$ cat src/rtl/adcsp_pkg.sv
// Shared sizes and control-word field positions for the serial port.
package adcsp_pkg;
    localparam int WORD_W   = 10;
    localparam int PD_BIT   = 9;
    localparam int EXT_BIT  = 8;
    localparam int PKG_BIT  = 7;
    localparam int CH_HI    = 6;
    localparam int CH_LO    = 4;
endpackage

$ cat src/rtl/adcsp_edge.sv
// Two-or-more-flop synchroniser with rise/fall detect for one async input.
// Assumes the input is stable for at least STAGES+1 system clocks per level.
module adcsp_edge #(
    parameter int STAGES = 2
) (
    input  logic clk,
    input  logic rst_n,
    input  logic d,
    output logic rise,
    output logic fall
);
    logic [STAGES-1:0] chain;
    logic              prev;
    logic              lvl;

    // Shift the input through the synchroniser and keep last synced level.
    always_ff @(posedge clk) begin
        if (!rst_n) begin
            chain <= '0;
            prev  <= 1'b0;
        end else begin
            chain <= {chain[STAGES-2:0], d};
            prev  <= chain[STAGES-1];
        end
    end

    // Edge pulses from synced level against its previous value.
    always_comb begin
        lvl  = chain[STAGES-1];
        rise = lvl & ~prev;
        fall = ~lvl & prev;
    end
endmodule

$ cat src/rtl/adcsp_wr.sv
// Write path: after an arming edge, shifts DATA_W bits MSB first on serial
// clock falls, waits for PULSES falls total, then commits if the package bit
// matches the address pin. A new arming edge restarts the frame.
module adcsp_wr #(
    parameter int DATA_W  = 10,
    parameter int PULSES  = 13,
    parameter int PKG_POS = 7
) (
    input  logic              clk,
    input  logic              rst_n,
    input  logic              arm,
    input  logic              bit_fall,
    input  logic              bit_in,
    input  logic              pkg_addr,
    output logic [DATA_W-1:0] ctrl_q
);
    localparam int CW = $clog2(PULSES + 1);
    localparam logic [CW-1:0] LAST = CW'(PULSES - 1);
    localparam logic [CW-1:0] NDAT = CW'(DATA_W);

    logic              armed;
    logic [CW-1:0]     cnt;
    logic [DATA_W-1:0] sh;

    // Frame counter, shifter and commit of the control word.
    always_ff @(posedge clk) begin
        if (!rst_n) begin
            armed  <= 1'b0;
            cnt    <= '0;
            sh     <= '0;
            ctrl_q <= '0;
        end else if (arm) begin
            armed <= 1'b1;
            cnt   <= '0;
        end else if (armed && bit_fall) begin
            if (cnt < NDAT) sh <= {sh[DATA_W-2:0], bit_in};
            if (cnt == LAST) begin
                armed <= 1'b0;
                cnt   <= '0;
                if (sh[PKG_POS] == pkg_addr) ctrl_q <= sh;
            end else begin
                cnt <= cnt + 1'b1;
            end
        end
    end

    // counter never runs past the last pulse of a frame.
    a_r2_count_bound: assert property (@(posedge clk) disable iff (!rst_n)
        cnt <= LAST);

    // the control word only changes right after the final pulse.
    a_r3_commit_on_last: assert property (@(posedge clk) disable iff (!rst_n)
        !$stable(ctrl_q) |-> ($past(cnt) == LAST && $past(armed) && $past(bit_fall)));
endmodule

$ cat src/rtl/adcsp_rd.sv
// Read path: holds the latest result; a frame-start edge copies it to a
// shadow and presents the MSB; rising clock edges 2..DATA_W shift lower bits
// out; edge DATA_W+1 ends the frame and clears the counter.
module adcsp_rd #(
    parameter int DATA_W = 10
) (
    input  logic              clk,
    input  logic              rst_n,
    input  logic              start,
    input  logic              bit_rise,
    input  logic [DATA_W-1:0] res_data,
    input  logic              res_valid,
    output logic              dout,
    output logic              active
);
    localparam int CW = $clog2(DATA_W + 1);
    localparam logic [CW-1:0] ENDC = CW'(DATA_W);

    logic [DATA_W-1:0] result_q;
    logic [DATA_W-1:0] sh;
    logic [CW-1:0]     cnt;

    // Hold the most recent conversion result.
    always_ff @(posedge clk) begin
        if (!rst_n)         result_q <= '0;
        else if (res_valid) result_q <= res_data;
    end

    // Shadow load, bit counter and output shifter.
    always_ff @(posedge clk) begin
        if (!rst_n) begin
            sh     <= '0;
            cnt    <= '0;
            active <= 1'b0;
        end else if (start) begin
            sh     <= result_q;
            cnt    <= '0;
            active <= 1'b1;
        end else if (active && bit_rise) begin
            if (cnt == ENDC) begin
                active <= 1'b0;
                cnt    <= '0;
            end else begin
                cnt <= cnt + 1'b1;
                if (cnt != '0) sh <= {sh[DATA_W-2:0], 1'b0};
            end
        end
    end

    assign dout = sh[DATA_W-1];

    // the read counter stops at the release pulse.
    a_r9_count_bound: assert property (@(posedge clk) disable iff (!rst_n)
        cnt <= ENDC);

    // output bit holds between rising clock edges inside a frame.
    a_r8_dout_holds: assert property (@(posedge clk) disable iff (!rst_n)
        (active && $past(active) && !$past(bit_rise) && !$past(start)) |-> $stable(dout));
endmodule

$ cat src/rtl/adc_serial_port.sv
// Top of the converter serial port: synchronises the host signals, runs the
// independent write and read paths and gates the output enable by package
// address match. Assumes every host signal is slow against clk.
module adc_serial_port
    import adcsp_pkg::*;
#(
    parameter int DATA_W   = WORD_W,
    parameter int WR_PULSE = 13,
    parameter int STAGES   = 2
) (
    input  logic              clk,
    input  logic              rst_n,
    input  logic              sclk,
    input  logic              wr_sync_n,
    input  logic              rd_sync,
    input  logic              sdi,
    input  logic              pkg_addr,
    input  logic [DATA_W-1:0] res_data,
    input  logic              res_valid,
    output logic              sdo,
    output logic              sdo_oe,
    output logic [DATA_W-1:0] ctrl_word,
    output logic              pwr_down,
    output logic              ext_ref,
    output logic [2:0]        chan_sel
);
    logic sclk_rise, sclk_fall, wr_rise, wr_fall, rd_rise, rd_fall;
    logic [STAGES-1:0] sdi_chain;
    logic rd_active;

    adcsp_edge #(.STAGES(STAGES)) u_sclk (.clk(clk), .rst_n(rst_n), .d(sclk),
        .rise(sclk_rise), .fall(sclk_fall));
    adcsp_edge #(.STAGES(STAGES)) u_wsync (.clk(clk), .rst_n(rst_n), .d(wr_sync_n),
        .rise(wr_rise), .fall(wr_fall));
    adcsp_edge #(.STAGES(STAGES)) u_rsync (.clk(clk), .rst_n(rst_n), .d(rd_sync),
        .rise(rd_rise), .fall(rd_fall));

    // Synchronise serial data with the same latency as the clock edges.
    always_ff @(posedge clk) begin
        if (!rst_n) sdi_chain <= '0;
        else        sdi_chain <= {sdi_chain[STAGES-2:0], sdi};
    end

    adcsp_wr #(.DATA_W(DATA_W), .PULSES(WR_PULSE), .PKG_POS(PKG_BIT)) u_wr (
        .clk(clk), .rst_n(rst_n), .arm(wr_fall), .bit_fall(sclk_fall),
        .bit_in(sdi_chain[STAGES-1]), .pkg_addr(pkg_addr), .ctrl_q(ctrl_word));

    adcsp_rd #(.DATA_W(DATA_W)) u_rd (
        .clk(clk), .rst_n(rst_n), .start(rd_rise), .bit_rise(sclk_rise),
        .res_data(res_data), .res_valid(res_valid), .dout(sdo), .active(rd_active));

    // Decode fields and gate the output by package match.
    always_comb begin
        pwr_down = ctrl_word[PD_BIT];
        ext_ref  = ctrl_word[EXT_BIT];
        chan_sel = ctrl_word[CH_HI:CH_LO];
        sdo_oe   = rd_active && (ctrl_word[PKG_BIT] == pkg_addr);
    end

    // Unused edge directions, tied off for lint.
    logic unused_edges;
    assign unused_edges = wr_rise ^ rd_fall;

    // after a completed read frame the output is never enabled on its own.
    a_r11_no_oe_without_start: assert property (@(posedge clk) disable iff (!rst_n)
        ($rose(sdo_oe) && !$past(rd_rise)) |-> $past(rd_active));
endmodule

$ cat config.mk
export PLATFORM = sky130hd
export DESIGN_NAME = adc_serial_port
export DESIGN_NICKNAME = d
export VERILOG_FILES = /design/src/rtl/adcsp_pkg.sv /design/src/rtl/adcsp_edge.sv /design/src/rtl/adcsp_wr.sv /design/src/rtl/adcsp_rd.sv /design/src/rtl/adc_serial_port.sv
export SDC_FILE = /design/constraint.sdc
export NUM_CORES = 1
export LEC_CHECK = 0
export ABC_CLOCK_PERIOD_IN_PS = 2000
export BUFFER_PORTS_ARGS = -buffer_cell sky130_fd_sc_hd__buf_2
export CELL_PAD_IN_SITES_DETAIL_PLACEMENT = 0
export CELL_PAD_IN_SITES_GLOBAL_PLACEMENT = 1
export CORE_MARGIN = 2
export CORE_UTILIZATION = 43
export DETAILED_ROUTE_END_ITERATION = 10
export MAX_ROUTING_LAYER = met4
export PLACE_DENSITY_LB_ADDON = 0.1
export SLEW_MARGIN = 20
export SYNTH_ARGS = -nofsm -noshare
export SYNTH_HDL_FRONTEND = slang
export SYNTH_SLANG_ARGS = --single-unit
$ cat constraint.sdc
create_clock -name clk -period 2 [get_ports clk]
set_clock_uncertainty 0.1 [all_clocks]
set_input_delay 0.6 -clock clk [delete_from_list [all_inputs] [get_ports clk]]
set_output_delay 0.6 -clock clk [all_outputs]
set_load 0.03 [all_outputs]
* Yosys cells after proc, flatten, opt, wreduce, memory -nomap -nowiden
Cells that the tools add are included.
Word-level totals: flip-flop bits (word level) 61, bits in latches 0, bits in writable memories 0, bits in read-only memories 0, input bits 18, output and inout bits 17, word-level logic and storage cells 61, memories kept 0
Cells by class: add/sub/neg operators 2, $mul 0, divide/modulo/power cells 0, $lt $le $gt $ge 1, equal/unequal tests 5, shift-type cells 0, mux-type cells 12, bitwise operators 10, reduce and logical (&&, ||, !) cells 16
Operators by type and width (count):
- $mux W10 | 4
- $reduce_bool A2 Y1 | 5
- $add A4 B1 Y4 const B | 2
- $eq A4 B4 Y1 const B | 2
- $mux W4 | 2
- $mux W1 | 6
- $not A1 Y1 | 6
- $reduce_and A3 Y1 | 2
- $and A1 B1 Y1 | 4
- $lt A4 B4 Y1 const B | 1
- $reduce_and A2 Y1 | 2
- $reduce_and A4 Y1 | 1
- $reduce_bool A4 Y1 | 1
- $reduce_or A2 Y1 | 2
- $logic_and A1 B1 Y1 | 3
- $eq A1 B1 Y1 | 2
- $ne A2 B2 Y1 const B | 1

* Longest topological paths before layout
word-level depth 5, gate-level depth with buffers 7, depth with buffers taken out 6

* Hierarchy
From an unflattened synthesis, not the netlist that was laid out.
Second synthesis, totals: cell total of the unflattened synthesis 271, area total of the unflattened synthesis 2567.5 um^2
By module, submodules not included:
- adcsp_rd | times used 1, cells an instance 113, area each 1109.8 um^2, seq. area each 500.5 um^2
- adcsp_wr | times used 1, cells an instance 123, area each 1078.5 um^2, seq. area each 500.5 um^2
- adcsp_edge | times used 3, cells an instance 8, area each 91.3 um^2, seq. area each 60.1 um^2
- adc_serial_port | times used 1, cells an instance 11, area each 105.1 um^2, seq. area each 40.0 um^2

* Worst setup path before layout
No wires, ideal clock.
path kind input to output, start input pkg_addr, end output sdo_oe, arrival time 1005 ps, required time 1300 ps, setup slack 295 ps, stages 2, path buffers 0, cells stage by stage xnor2_1 > and2_1
Between the ends: word-level cells in the longest chain between the ends 2
Ends and longest elaborated chain:
- from (decl) | line adc_serial_port.sv:17 | input logic pkg_addr,
- $eq A1 B1 Y1 | line adc_serial_port.sv:57 | sdo_oe = rd_active && (ctrl_word[PKG_BIT] == pkg_addr);
- $logic_and A1 B1 Y1 | line adc_serial_port.sv:57
- to (decl) | line adc_serial_port.sv:21 | output logic sdo_oe,
No other way between the ends.

* Final worst setup path
Same ends and word-level chain as after synthesis.

==> impl_results.md <==
* Outcome: complete, no violations
* Crit path largest cell delay at 0.17 ns
* Setup TNS Final at 0 ns
* Detailed-route DRC error count at 0
* Initial antenna violation count at 0
* Post-route ant nets at 0
* Drt pass-1 iters at 4
* CTS Buf Count at 9
* Fin crit share at 0.921
* Post-synthesis cell type count at 37
* Cts repair resizes at 0
* Leak at 1.33 nW
* Critical Path, Cell by Cell: buf_2, xnor2_1, and2_1, buf_2
* Syn Area/Cell at 9.71 um^2
* Die width at 80.8 um
* Die height at 80.8 um
* Synth top area share at 0.482
* Min cycle time layout at 1.84 ns
* Clock root buffer: clkbuf_8
* Critical path arrival at 1.14 ns
* CTS tree: built
* Least-Margin Pin Slew at 0.377 ns
* Worst VDD drop at 0.000516 V
* Share of layout cells above drive strength 1 at 0.238
* GRT overflow at 0
* RSZ-0062 raised after global routing: no
* # nets final at 313
* Vias at 1833
* Worst-Skew Late Latency at 0.33 ns
* Hpwl dp at 2990 um
* Wire length per cell at 11.7 um
* Post-CTS setup buffer count at 0
* HP Class: reg2reg
* Starting Density at 0.452
* WP data required at 1.30 ns
* Warnings, synthesis at 0
* Most common cell after layout, fill and taps aside: dfxtp_1
* Post-synthesis register bit count at 61
* Fmax at 543 MHz
* I/O pin total at 35
* Pin count of the biggest net entering global routing at 23
* Reg clk slew, reported paths at 0.06 ns
* Critical Path End Type: output port
* Via/cell ratio at 4.95
* Worst slew margin at 0.748
* Final Non-Filler Cells at 370
* Clock Path Buffers at 2
* Die ar. at 0.00653 mm^2
* Post-Syn Area at 0.00253 mm^2
* First-pass GRT wire length at 7570 um
* Hold WS at 0.333 ns
* Vias in the first global route at 1696
* Area contributors post-synth: dfxtp_1 (48%), mux2i_1 (7.9%), nand3_1 (5.1%), o211a_1 (3.9%), nor2b_1 (3.5%)
* Sequential area share after synthesis at 0.482
* H-tree depth at 3
* PortBufs at 34
* Core Box Area at 0.00561 mm^2
* Initial DRC count at 31
* Most used cell along the critical path: buf_2
* Syn-to-layout area delta at 16.9%
* Endpoints failing setup at 0
* # rows at 27
* Clock sink count at 61
* Fin. Hold Viols at 0
* DP Cell Count at 354
* Gr usage total at 0.157
* Most frequent cells in the layout: dfxtp_1 (61), buf_2 (34), nand3_1 (26)
* Synthesized Nets at 281
* Fin. max-slew vios at 0
* Max Cap Viol at 0
* Critical path type: in2out
* Hold-fix buffers, CTS at 0
* Biggest area consumer among synthesized cells: dfxtp_1
* GPL Wtd Cong at 0.745
* DRT Wirelength at 4340 um
* Startpoint Class: primary input
* Power density over the cells at 848 mW/mm^2
* Slowest cell on crit path: buf_2
* Worst-path maximum fanout at 4
* Syn Inst Count at 261
* Antenna diodes at 0
## kinds of logic after synthesis
family                     share of synthesized area
muxes                                         0.0790
and+or+nand+nor                                0.198
xor gates and xnor gates                      0.0133
DFF                                            0.482
adders and majority gates                    0.00987
buffers and inverters                         0.0592
AOI/OAI and AO/OA                              0.159
## layout make-up
cell class,count,area (um^2)
multi-input cells,175,1160
clock inverters,3,42.5
well taps,72,90.1
repair buffers,44,270
flip-flops and latches,61,1220
fillers,567,2640
clock buffers,13,169
inverters,2,7.51
## synthesized netlist by cell type, drive strengths merged
cell type  number
and3b           2
ha              2
a21oi           7
a311oi          1
o2111ai         1
mux2i          20
xnor2           2
nor2b          14
nand3          27
a211oi          1
and3            1
nor4bb          1
dfxtp          61
nand3b          2
nor3b           1
a31oi           1
or2             1
nand2b          2
a21boi          2
clkbuf          5
nand4bb         1
nand2          20
nor2            7
xor2            1
o211a          10
inv             2
nor3            1
o21ai          34
buf            18
and2           13
## where the power goes
group | switching [mW] | leakage (nW) | internal (mW)
combinational | 0.0631 | 0.728 | 0.0638
sequential | 0.0166 | 0.497 | 1.25
clock | 0.447 | 0.106 | 0.676
total | 0.526 | 1.33 | 1.99
## layer usage
layer	GRT usage	vias to the layer above	part of all wire
li1	-	973	-
met1	0.215	817	0.54
met2	0.208	38	0.40
met3	0.0467	5	0.044
met4	0.0814	0	0.012
met5	-	-	0
## metrics by stage
step	area [um^2]	utilization	total power [mW]	setup slack, ns
3_3_place_gp	2750	0.491	1.42	0.158
5_1_grt	2960	0.529	2.62	0.0873
4_1_cts	2960	0.529	2.56	0.143
2_1_floorplan	2530	-	1.37	0.295
3_5_place_dp	2750	0.491	1.42	0.151
6_report	2960	0.529	2.51	0.158
## critical path, delay by kind of cell
family                 cells  cell delay [ns]
XOR/XNOR                   1             0.11
AND/OR/NAND/NOR            1             0.14
buffers and inverters      2             0.29
## final timing paths
check | to | cells past startpoint | start | slack, ns
setup / recovery | sdo_oe | 4 | pkg_addr | 0.16
hold / removal | u_sclk.chain[1] | 1 | u_sclk.chain[0] | 0.33
setup reg to reg | u_wr.ctrl_q[9] | 7 | u_wr.cnt[0] | 0.46
hold reg to reg | u_sclk.chain[1] | 1 | u_sclk.chain[0] | 0.33
## registers in the layout, indices dropped and copies added (netlist names)
signal	flops
u_sclk.prev	1
u_rd.result_q	10
u_rd.sh	10
u_wsync.prev	1
u_wr.armed	1
u_wr.sh	10
u_rsync.chain	2
u_rd.cnt	4
u_wr.ctrl_q	10
u_sclk.chain	2
u_wr.cnt	4
u_wsync.chain	2
u_rd.active	1
sdi_chain	2
u_rsync.prev	1
Note: power is estimated with default switching activity, not from simulation.
